===== config.mk =====
export PLATFORM = sky130hd
export DESIGN_NAME = osc_stab_ctrl
export DESIGN_NICKNAME = d
export VERILOG_FILES = /design/src/rtl/osc_stab_pkg.sv /design/src/rtl/osc_stab_regs.sv /design/src/rtl/osc_stab_counter.sv /design/src/rtl/osc_stab_ctrl.sv
export SDC_FILE = /design/constraint.sdc
export NUM_CORES = 1
export LEC_CHECK = 0
export CAP_MARGIN = 20
export CORE_MARGIN = 1.5
export CORE_UTILIZATION = 46
export CTS_CLUSTER_SIZE = 14
export DETAILED_ROUTE_END_ITERATION = 7
export GPL_TIMING_DRIVEN = 1
export HOLD_SLACK_MARGIN = 0.06
export PLACE_DENSITY_LB_ADDON = 0.15
export REMOVE_ABC_BUFFERS = 1
export SETUP_SLACK_MARGIN = 0.3
export SLEW_MARGIN = 20
export SYNTH_ARGS = -nofsm -noshare
export SYNTH_HDL_FRONTEND = slang
export SYNTH_SLANG_ARGS = --single-unit

===== constraint.sdc =====
create_clock -name clk -period 5.83 [get_ports clk]
set_clock_uncertainty 0.15 [all_clocks]
set_input_delay 1.4575 -clock clk [delete_from_list [all_inputs] [get_ports clk]]
set_output_delay 1.4575 -clock clk [all_outputs]
set_load 0.01 [all_outputs]

===== src/rtl/osc_stab_pkg.sv =====
package osc_stab_pkg;
    localparam int DATA_W     = 32;
    localparam int EOC_W      = 8;
    localparam int SCALE_LOG2 = 9;
    localparam int CNT_W      = EOC_W + SCALE_LOG2;

    // LSB-0 positions of the big-endian-numbered fields
    localparam int POS_BYP  = 31;
    localparam int POS_EOC  = 16;
    localparam int POS_MASK = 15;
    localparam int POS_PEND = 7;

    localparam logic [EOC_W-1:0] EOC_RESET = 8'h80;

    typedef struct packed {
        logic             bypass;
        logic [EOC_W-1:0] eoc;
        logic             mask;
        logic             pend;
    } ctl_fields_t;

    function automatic logic [DATA_W-1:0] pack_fields(ctl_fields_t f);
        logic [DATA_W-1:0] w;
        w = '0;
        w[POS_BYP]                    = f.bypass;
        w[POS_EOC +: EOC_W]           = f.eoc;
        w[POS_MASK]                   = f.mask;
        w[POS_PEND]                   = f.pend;
        return w;
    endfunction

    function automatic logic [CNT_W-1:0] term_of(logic [EOC_W-1:0] eoc);
        return {eoc, {SCALE_LOG2{1'b0}}};
    endfunction
endpackage


===== src/rtl/osc_stab_regs.sv =====
module osc_stab_regs
    import osc_stab_pkg::*;
(
    input  logic              clk,
    input  logic              rst,
    input  logic              wr_en,
    input  logic [DATA_W-1:0] wdata,
    input  logic              hw_set,
    output ctl_fields_t       fields
);
    ctl_fields_t q;

    always_ff @(posedge clk) begin
        if (rst) begin
            q.bypass <= 1'b0;
            q.eoc    <= EOC_RESET;
            q.mask   <= 1'b0;
            q.pend   <= 1'b0;
        end else begin
            if (wr_en) begin
                q.bypass <= q.bypass | wdata[POS_BYP];
                q.eoc    <= wdata[POS_EOC +: EOC_W];
                q.mask   <= wdata[POS_MASK];
            end
            if (hw_set)
                q.pend <= 1'b1;
            else if (wr_en && wdata[POS_PEND])
                q.pend <= 1'b0;
        end
    end

    assign fields = q;

    // bypass never falls except by reset
    a_r8_bypass_sticky: assert property (@(posedge clk) disable iff (rst)
        q.bypass |=> q.bypass);
    // without a clearing write, pending holds
    a_r6_pend_holds: assert property (@(posedge clk) disable iff (rst)
        (q.pend && !(wr_en && wdata[POS_PEND])) |=> q.pend);
    // pending rises only from a counter hit
    a_r3_pend_from_hw: assert property (@(posedge clk) disable iff (rst)
        !q.pend ##1 q.pend |-> $past(hw_set));
    // hardware set beats a clear
    a_r11_set_wins: assert property (@(posedge clk) disable iff (rst)
        hw_set |=> q.pend);
endmodule


===== src/rtl/osc_stab_counter.sv =====
module osc_stab_counter
    import osc_stab_pkg::*;
(
    input  logic             clk,
    input  logic             rst,
    input  logic             osc_on,
    input  logic             hold,
    input  logic [EOC_W-1:0] eoc,
    output logic             hit,
    output logic             done
);
    logic [CNT_W-1:0] cnt;
    logic             run;

    assign run = osc_on && !hold && !done;
    assign hit = run && (cnt >= term_of(eoc));

    always_ff @(posedge clk) begin
        if (rst || !osc_on || hold) begin
            cnt  <= '0;
            done <= 1'b0;
        end else if (hit) begin
            done <= 1'b1;
        end else if (run) begin
            cnt <= cnt + 1'b1;
        end
    end

    // bypass holds the counter cleared
    a_r9_hold_clears: assert property (@(posedge clk) disable iff (rst)
        hold |=> (cnt == '0 && !done));
    // done saturates while enabled
    a_r5_done_sticky: assert property (@(posedge clk) disable iff (rst)
        (done && osc_on && !hold) |=> (done && $stable(cnt)));
    // oscillator off clears the count
    a_r12_off_clears: assert property (@(posedge clk) disable iff (rst)
        !osc_on |=> (cnt == '0 && !done));
    // no second hit after saturation
    a_r5_single_hit: assert property (@(posedge clk) disable iff (rst)
        done |-> !hit);
endmodule


===== src/rtl/osc_stab_ctrl.sv =====
module osc_stab_ctrl
    import osc_stab_pkg::*;
#(
    parameter int ADDR_W   = 4,
    parameter int REG_ADDR = 0
) (
    input  logic              clk,
    input  logic              rst,
    input  logic [ADDR_W-1:0] bus_addr,
    input  logic              bus_wr,
    input  logic              bus_super,
    input  logic [DATA_W-1:0] bus_wdata,
    output logic [DATA_W-1:0] bus_rdata,
    input  logic              osc_on,
    output logic              irq,
    output logic              osc_stable,
    output logic              root_sel
);
    localparam logic [ADDR_W-1:0] SEL_ADDR = ADDR_W'(REG_ADDR);

    logic        addr_hit;
    logic        wr_ok;
    logic        cnt_hit;
    ctl_fields_t f;

    assign addr_hit = (bus_addr == SEL_ADDR);
    assign wr_ok    = bus_wr && bus_super && addr_hit;

    osc_stab_regs u_regs (
        .clk    (clk),
        .rst    (rst),
        .wr_en  (wr_ok),
        .wdata  (bus_wdata),
        .hw_set (cnt_hit),
        .fields (f)
    );

    osc_stab_counter u_cnt (
        .clk    (clk),
        .rst    (rst),
        .osc_on (osc_on),
        .hold   (f.bypass),
        .eoc    (f.eoc),
        .hit    (cnt_hit),
        .done   (osc_stable)
    );

    assign bus_rdata = addr_hit ? pack_fields(f) : '0;
    assign irq       = f.pend & f.mask;
    assign root_sel  = f.bypass;

    // user-mode writes leave configuration untouched
    a_r10_user_ignored: assert property (@(posedge clk) disable iff (rst)
        (bus_wr && !bus_super) |=> ($stable(f.eoc) && $stable(f.mask) && $stable(f.bypass)));
    // foreign addresses leave configuration untouched
    a_r13_addr_ignored: assert property (@(posedge clk) disable iff (rst)
        (bus_wr && !addr_hit) |=> ($stable(f.eoc) && $stable(f.mask) && $stable(f.bypass)));
    // no stability while bypassed
    a_r9_no_stable_bypass: assert property (@(posedge clk) disable iff (rst)
        root_sel |=> !osc_stable);
endmodule


== Word level (Yosys, flattened, before mapping) ==
Cells that the tools add are included.

* Word-level logic and storage cells: 28
* Register bits: 29

* Reductions and logical operators: 14
* Bitwise operators: 3
* Magnitude comparators: 1
* $add $sub $neg: 1
* Multiplexer cells: 3

{| class="wikitable"
|+ Operators with widths
! kind !! count
|-
| $mux W32 || 1
|-
| $add A17 B1 Y17 const B || 1
|-
| $ge A17 B17 Y1 || 1
|-
| $logic_and A1 B1 Y1 || 6
|-
| $logic_not A4 Y1 || 1
|-
| $logic_not A1 Y1 || 3
|-
| $logic_or A1 B1 Y1 || 2
|-
| $mux W1 || 2
|-
| $reduce_and A2 Y1 || 1
|-
| $reduce_bool A2 Y1 || 1
|-
| $and A1 B1 Y1 || 1
|-
| $not A1 Y1 || 1
|-
| $or A1 B1 Y1 || 1
|}

== Depth between registers and ports, before layout ==
Gate-level depths: netlist of run 1.

* Word-level depth: 6
* Gate-level depth with buffers: 9
* Mapped depth without buffers: 7

== By module ==
From an unflattened synthesis of run 1, not the netlist that was laid out.

* Cells, all modules: 212
* Area total of the unflattened synthesis: 1803.0 um2

{| class="wikitable"
|+ By module, submodules not included
! module !! area an instance (um2) !! sequential area each (um2) !! cells each !! times used
|-
| osc_stab_counter || 1152.4 || 360.3 || 139 || 1
|-
| osc_stab_regs || 387.9 || 220.2 || 36 || 1
|-
| osc_stab_ctrl || 262.8 || 0.0 || 37 || 1
|}

== Worst setup path after synthesis of run 1 ==
Ideal clock, no wire load.

* Path type: input-to-output
* From: input port bus_addr[1]
* To: output port bus_rdata[15]
* Setup slack: 1944 ps
* Required time: 4223 ps
* Data arrival time: 2279 ps
* Cell stages on the path: 3
* Cells stage by stage: nor4_1 clkbuf_1 and2_1

* Cells in the longest elaborated chain, start to end: 2

{| class="wikitable"
|+ RTL lines
! item !! line !! RTL
|-
| from (decl) || osc_stab_ctrl.sv:9 || <nowiki>input logic [ADDR_W-1:0] bus_addr,</nowiki>
|-
| $logic_not A4 Y1 || osc_stab_ctrl.sv:26 || <nowiki>assign addr_hit = (bus_addr == SEL_ADDR);</nowiki>
|-
| $mux W32 || osc_stab_ctrl.sv:48 || <nowiki>assign bus_rdata = addr_hit ? pack_fields(f) : '0;</nowiki>
|-
| to (decl) || osc_stab_ctrl.sv:13 || <nowiki>output logic [DATA_W-1:0] bus_rdata,</nowiki>
|}

No other way between the ends.

== Worst setup path after layout of run 1 ==
* From: input port bus_addr[1]
* To: output port bus_rdata[18]

Same word-level chain as after synthesis.

==> results.py, run 1 <==
metrics = {
    "status": {
        "status": "finished clean",
    },
    "setup_path": {
        "cp_max_fo": 13,
        "crit_top_cell": "clkdlybuf4s50_1",
        "crit_path_start_kind": "input port",
        "crit_type": "input port to output pin",
        "end_kind": "output pin",
        "worstPathArrival_ns": 3.02,
        "worstPathCellList": "clkdlybuf4s50_1 > nor4_1 > buf_4 > and2_1 > clkdlybuf4s50_1",
        "worstPathRequired_ns": 4.22,
        "max_stage_delay_ns": 0.54,
        "slowest_stage": "clkdlybuf4s50_1",
    },
    "logic_synthesis": {
        "synth_area_per_cell_um2": 8.17,
        "async_flop_share_pct": 0,
        "synthCells": 226,
        "synth_edf_count": 0,
        "yosysSeqAreaShare_pct": 31.4,
        "ys_warn_count": 0,
        "synth-seq-cells": 29,
        "syn-cell-area_um2": 1850,
        "synth.distinct_cells": 39,
        "synth_ff_type": "dfxtp_1",
    },
    "timing": {
        "final_hold_viol_count": 0,
        "fin_crit_ns": 4.63,
        "setup_viol": 0,
        "final-max-slew-violation-count": 0,
        "tightestPinTransition_ns": 1.02,
        "rsz0062_at_grt": "no",
        "setup-tns-final_ns": 0,
        "fin_crit_sh_pct": 79.3,
        "slew_headroom_pct": 31.7,
        "max_freq_ghz": 0.216,
    },
    "floorplanning": {
        "rows": 22,
        "die_area_um2": 4400,
        "initial_utilization_pct": 49.0,
        "die_w_um": 66.4,
        "io_pins": 76,
        "core-area_um2": 3770,
        "die_h_um": 66.4,
    },
    "layout": {
        "fill_cells": 360,
        "utilization_pct": 58.4,
        "fin_cells": 305,
        "area_delta_synth_final_pct": 19.3,
        "n_antenna_cell": 0,
        "fin_nets": 308,
        "drive_gt1_share_pct": 5.06,
        "fin_area_um2": 2200,
    },
    "power": {
        "clkPwrFrac_pct": 41.4,
        "leakagePower_nw": 0.800,
        "sw_frac_of_total_pct": 23.3,
        "power.total_uw": 404,
        "power_density_nw_per_um2": 183,
        "power_switching_uw": 94.1,
        "pwr-share-comb_pct": 9.0,
        "internal_power_uw": 310,
        "ir_worst_vdd_mv": 0.142,
        "pwr-share-seq_pct": 49.6,
    },
    "global_routing": {
        "grt_pass1_wl_um": 6610,
        "track_usage_pct": 19.7,
        "antenna_found_initial": 0,
        "grt_pass1_vias": 1474,
        "grt_max_degree": 27,
        "grt-ovfl-total": 0,
    },
    "route": {
        "met1_length_um": 1880,
        "top_layer_used": "met4",
        "ant_nets": 0,
        "firstDrtPassIters": 4,
        "wl_met2_um": 1740,
        "drt_iter0_drc": 79,
        "wirelength_um": 3950,
        "post_drt_wl_per_cell_um": 13.0,
        "dr_total_vias": 1646,
        "wl_met3_um": 235,
        "routed_via_density": 5.40,
        "post-route-drc-count": 0,
    },
    "placed_design": {
        "hpwl_um": 2930,
        "dpl_cell_area_um2": 2120,
        "gp_congestion": 0.795,
        "io_buffers": 33,
        "dp_cells": 298,
    },
    "clocking": {
        "cts_tree": "done",
        "ctsResizeCount": 0,
        "postCtsHoldBufs": 0,
        "cts_buffer_depth": 2,
        "cts_root_buffer": "clkbuf_8",
        "h-tree-depth": 2,
        "clock_latency_ns": 0.29,
        "clk_pin_slew_ns": 0.06,
        "post_cts_buffers": 0,
        "cts_sinks": 29,
        "cts_buffers": 5,
    },
    "run": {
        "max_cap_viol_count": 0,
    },
    "hold_path": {
        "hp-class": "flop to flop",
    },
}
[synth_stat cells, drive strengths merged, types with 4 or more instances]
cell / count / area [µm²]
nand4: 7 / 43.8
o41ai: 4 / 35.0
clkbuf: 7 / 26.3
nand2: 27 / 101
and2: 13 / 81.3
inv: 11 / 41.3
o31ai: 6 / 45.0
or4: 7 / 52.6
or4b: 5 / 50.1
nor4: 6 / 58.8
nor2: 6 / 22.5
buf: 24 / 184
nand3: 9 / 45.0
a21oi: 24 / 120
ha: 10 / 125
dfxtp: 29 / 581
[power by group through the flow]
stage               clock, mW  sequential, mW  combinational (mW)
floorplan                   0           0.204              0.0174
global placement            0           0.204              0.0362
detailed placement          0           0.204              0.0364
CTS                     0.170           0.200              0.0365
global route            0.178           0.200              0.0407
finish                  0.167           0.200              0.0365
[cell type report]
cell class	instances	area [µm²]	share of cell area (%)
Sequential cell	29	581	26.3
Tap cell	48	60.1	2.73
Multi-Input combinational cell	175	1090	49.5
Clock buffer	7	86.3	3.92
Inverter	11	41.3	1.87
Timing Repair Buffer	35	345	15.7
[final timing paths]
path                            startpoint                       endpoint  slack (ns)  cells after the start
max                            bus_addr[1]                  bus_rdata[18]        1.20                      5
min          u_regs.fields[1]$_SDFFE_PP0P_  u_regs.fields[1]$_SDFFE_PP0P_        0.32                      2
max reg2reg  u_regs.fields[7]$_SDFFE_PP0P_      u_cnt.cnt[4]$_SDFFE_PP0P_        3.23                      7
min reg2reg  u_regs.fields[1]$_SDFFE_PP0P_  u_regs.fields[1]$_SDFFE_PP0P_        0.32                      2
[state kept, by name (all words and copies together), names as in the netlist]
register,count
u_cnt.cnt,17
u_regs.fields,11
u_cnt.done,1
[cell families after synthesis]
group,count (synthesis),synth area share (%)
AOI/OAI and AO/OA,46,15.7
DFF,29,31.4
adders and majority gates,10,6.78
buffers and inverters,42,13.6
and+or+nand+nor,95,30.7
muxes,3,1.63
other,1,0.203
[metal layers]
layer,vias up,track usage (%)
met5,-,0
met4,0,9.18
met3,10,3.92
met2,57,31.1
met1,750,25.5
li1,829,-
[metrics by stage]
step	setup WS, ns	hold slack [ns]
2_1_floorplan	1.73	0.284
3_3_place_gp	1.18	0.305
3_5_place_dp	1.19	0.307
4_1_cts	1.18	0.315
5_1_grt	1.11	0.348
6_report	1.20	0.316
[worst max-delay path, delay by kind of cell]
kind	cells	cell delay [ns]
buffers and inverters	3	1.16
and+or+nand+nor	2	0.41
[cells in the final DEF (no fill, tap or decap)]
master,count
clkdlybuf4s50_1,33
dfxtp_1,29
nand2_1,27
a21oi_1,24
conb_1,21
and2_1,13
inv_1,11
ha_1,10
nand3_1,9
nand4_1,7
or4_1,7
nor2_1,6
o31ai_1,6
clkbuf_8,6
or4b_1,5
nor4_1,4
o41ai_1,4
and3_1,3
a21o_1,3
mux2i_1,3
and4_1,2
nor3b_1,2
o31a_1,2
o21a_1,2
nand2b_1,2
nor3_1,2
buf_4,2
a211oi_1,1
o21ai_0,1
nor4_4,1
or3_4,1
nor2b_1,1
o211ai_1,1
or3b_4,1
nor4_2,1
or3b_2,1
o21ai_1,1
a211o_1,1
clkbuf_1,1
Note: power is estimated with default switching activity, not from simulation.
==> run 2: changes to the inputs <==
--- a/config.mk
+++ b/config.mk
@@ -7,7 +7,7 @@
 export LEC_CHECK = 0
 export CAP_MARGIN = 20
 export CORE_MARGIN = 1.5
-export CORE_UTILIZATION = 46
+export CORE_UTILIZATION = 43
 export CTS_CLUSTER_SIZE = 14
 export DETAILED_ROUTE_END_ITERATION = 7
 export GPL_TIMING_DRIVEN = 1
==> constraint.sdc (replaced) <==
create_clock -name clk -period 4.6 [get_ports clk]
set_clock_uncertainty 0.15 [all_clocks]
set_input_delay 1.15 -clock clk [delete_from_list [all_inputs] [get_ports clk]]
set_output_delay 1.15 -clock clk [all_outputs]
set_load 0.01 [all_outputs]
==> run 2 against run 1 <==
Clock power rose by 40%. Routed wire length rose by 1.4%. Register-to-register slack got worse by 1.2 ns. Die area rose by 6.7%. Sequential power rose by 27%. Via count rose by 0.55%. Combinational power rose by 29%. Utilization fell by 3.5 points.
==> results.py, run 2 (same netlist as run 1, synthesis figures left out) <==
metrics = {
    "layout": {
        "mostFrequentLayoutCells": "33 x clkdlybuf4s50_1, 29 x dfxtp_1, 27 x nand2_1",
        "area_delta_synth_final_pct": 20.7,
        "fin_area_um2": 2230,
        "drive_gt1_share_pct": 6.18,
        "n_antenna_cell": 0,
        "largest_register": "u_cnt.cnt",
        "final_common_cell": "clkdlybuf4s50_1",
        "fin_nets": 309,
        "largest_reg_flops": 17,
    },
    "timing": {
        "fin_crit_sh_pct": 87.7,
        "slew_headroom_pct": 48.9,
        "setup_viol": 0,
        "setup-tns-final_ns": 0,
        "final_hold_viol_count": 0,
        "tightestPinTransition_ns": 0.760,
        "final-max-slew-violation-count": 0,
        "rsz0062_at_grt": "no",
        "max_freq_ghz": 0.248,
        "fin_crit_ns": 4.03,
    },
    "power": {
        "internal_power_uw": 410,
        "power_density_nw_per_um2": 240,
        "power.total_uw": 534,
        "pwr-share-comb_pct": 8.8,
        "sw_frac_of_total_pct": 23.3,
        "leakagePower_nw": 0.815,
        "ir_worst_vdd_mv": 0.174,
        "clkPwrFrac_pct": 43.7,
        "power_switching_uw": 124,
        "pwr-share-seq_pct": 47.5,
    },
    "floorplanning": {
        "initial_utilization_pct": 45.5,
        "io_pins": 76,
        "rows": 23,
        "die_area_um2": 4700,
        "core-area_um2": 4060,
        "die_h_um": 68.5,
        "die_w_um": 68.5,
    },
    "global_routing": {
        "track_usage_pct": 18.7,
        "antenna_found_initial": 0,
        "grt_pass1_vias": 1376,
        "grt_pass1_wl_um": 6510,
        "grt-ovfl-total": 0,
        "grt_max_degree": 27,
    },
    "clocking": {
        "cts_tree": "done",
        "cts_root_buffer": "clkbuf_8",
        "cts_sinks": 29,
        "cts_buffer_depth": 2,
        "post_cts_buffers": 0,
        "ctsResizeCount": 0,
        "h-tree-depth": 2,
        "postCtsHoldBufs": 0,
        "cts_buffers": 5,
        "clk_pin_slew_ns": 0.06,
        "clock_latency_ns": 0.28,
    },
    "setup_path": {
        "crit_type": "input port to output pin",
        "cp_max_fo": 13,
        "crit_path_start_kind": "input port",
        "end_kind": "output pin",
        "critPathTopFamily": "buffers and inverters",
        "max_stage_delay_ns": 0.54,
        "startpoint": "bus_addr[1]",
        "worstPathArrival_ns": 2.73,
        "slowest_stage": "clkdlybuf4s50_1",
        "path_buf_inv": 3,
        "worstPathCellList": "clkdlybuf4s50_1 > nor4_1 > buf_4 > and2_1 > clkdlybuf4s50_1",
        "worstPathRequired_ns": 3.30,
        "crit_top_cell": "clkdlybuf4s50_1",
        "timing.rr.start": "u_regs.fields[7]$_SDFFE_PP0P_",
    },
    "route": {
        "drt_iter0_drc": 125,
        "routed_via_density": 5.36,
        "post_drt_wl_per_cell_um": 13.0,
        "ant_nets": 0,
        "post-route-drc-count": 0,
        "dr_total_vias": 1655,
        "firstDrtPassIters": 4,
        "wirelength_um": 4010,
    },
    "run": {
        "max_cap_viol_count": 0,
    },
    "status": {
        "status": "finished clean",
    },
    "placed_design": {
        "io_buffers": 33,
        "hpwl_um": 2930,
        "gp_congestion": 0.769,
        "dpl_cell_area_um2": 2130,
    },
    "hold_path": {
        "min_from": "u_regs.fields[8]$_SDFFE_PP0P_",
        "hp-class": "flop to flop",
    },
}
## run 2: changes by cell type in the layout (fill, tap and decap cells not counted), sizes merged
cell / before / now
clkinv: 0 / 1
buf: 2 / 3
## run 2: routing by layer
layer	global-route usage (%)	share of wire [%]	up-vias
met3	5.36	6.0	5
met5	0	0	-
met2	29.0	45	57
met4	5.25	1.1	0
li1	-	-	843
met1	25.2	48	750
## run 2: worst register-to-register path, cell delays in order (launching register included)
cell and delay (ns):
dfxtp_1 0.34, inv_1 0.05, ha_1 0.30, a211oi_1 0.21, nor2_1 0.11, nor4_2 0.68, or4b_1 0.49, a21oi_1 0.16
## run 2: path summary, 6_finish.rpt
check,end,slack (ns),depth (start not counted)
worst max-delay path,bus_rdata[23],0.57,5
worst min-delay path,u_regs.fields[8]$_SDFFE_PP0P_,0.31,2
worst max register to register,u_cnt.cnt[4]$_SDFFE_PP0P_,2.03,7
worst min register to register,u_regs.fields[8]$_SDFFE_PP0P_,0.31,2
## run 2: power groups by stage
stage,logic [mW],clock network [mW],registers (mW)
2_1_floorplan,0.0221,0,0.259
3_3_place_gp,0.0465,0,0.259
3_5_place_dp,0.0470,0,0.259
4_1_cts,0.0472,0.240,0.254
5_1_grt,0.0529,0.250,0.254
6_report,0.0471,0.233,0.254
## run 2: layout make-up
cell class / instances / area [µm²]
fillers: 395 / 1830
flip-flops and latches: 29 / 581
repair buffers: 36 / 353
well taps: 50 / 62.6
inverters: 11 / 41.3
clock buffers: 7 / 96.3
clock inverters: 1 / 5.00
multi-input cells: 175 / 1090
## run 2: per-stage QoR
step / utilization (%) / cells / hold slack, ns / setup slack, ns
CTS: 54.9 / 309 / 0.318 / 0.539
global placement: 52.4 / 301 / 0.306 / 0.575
global route: 54.9 / 309 / 0.337 / 0.450
floorplan: - / 215 / 0.284 / 1.12
finish: 54.9 / 309 / 0.313 / 0.566
detailed placement: 52.4 / 301 / 0.309 / 0.558
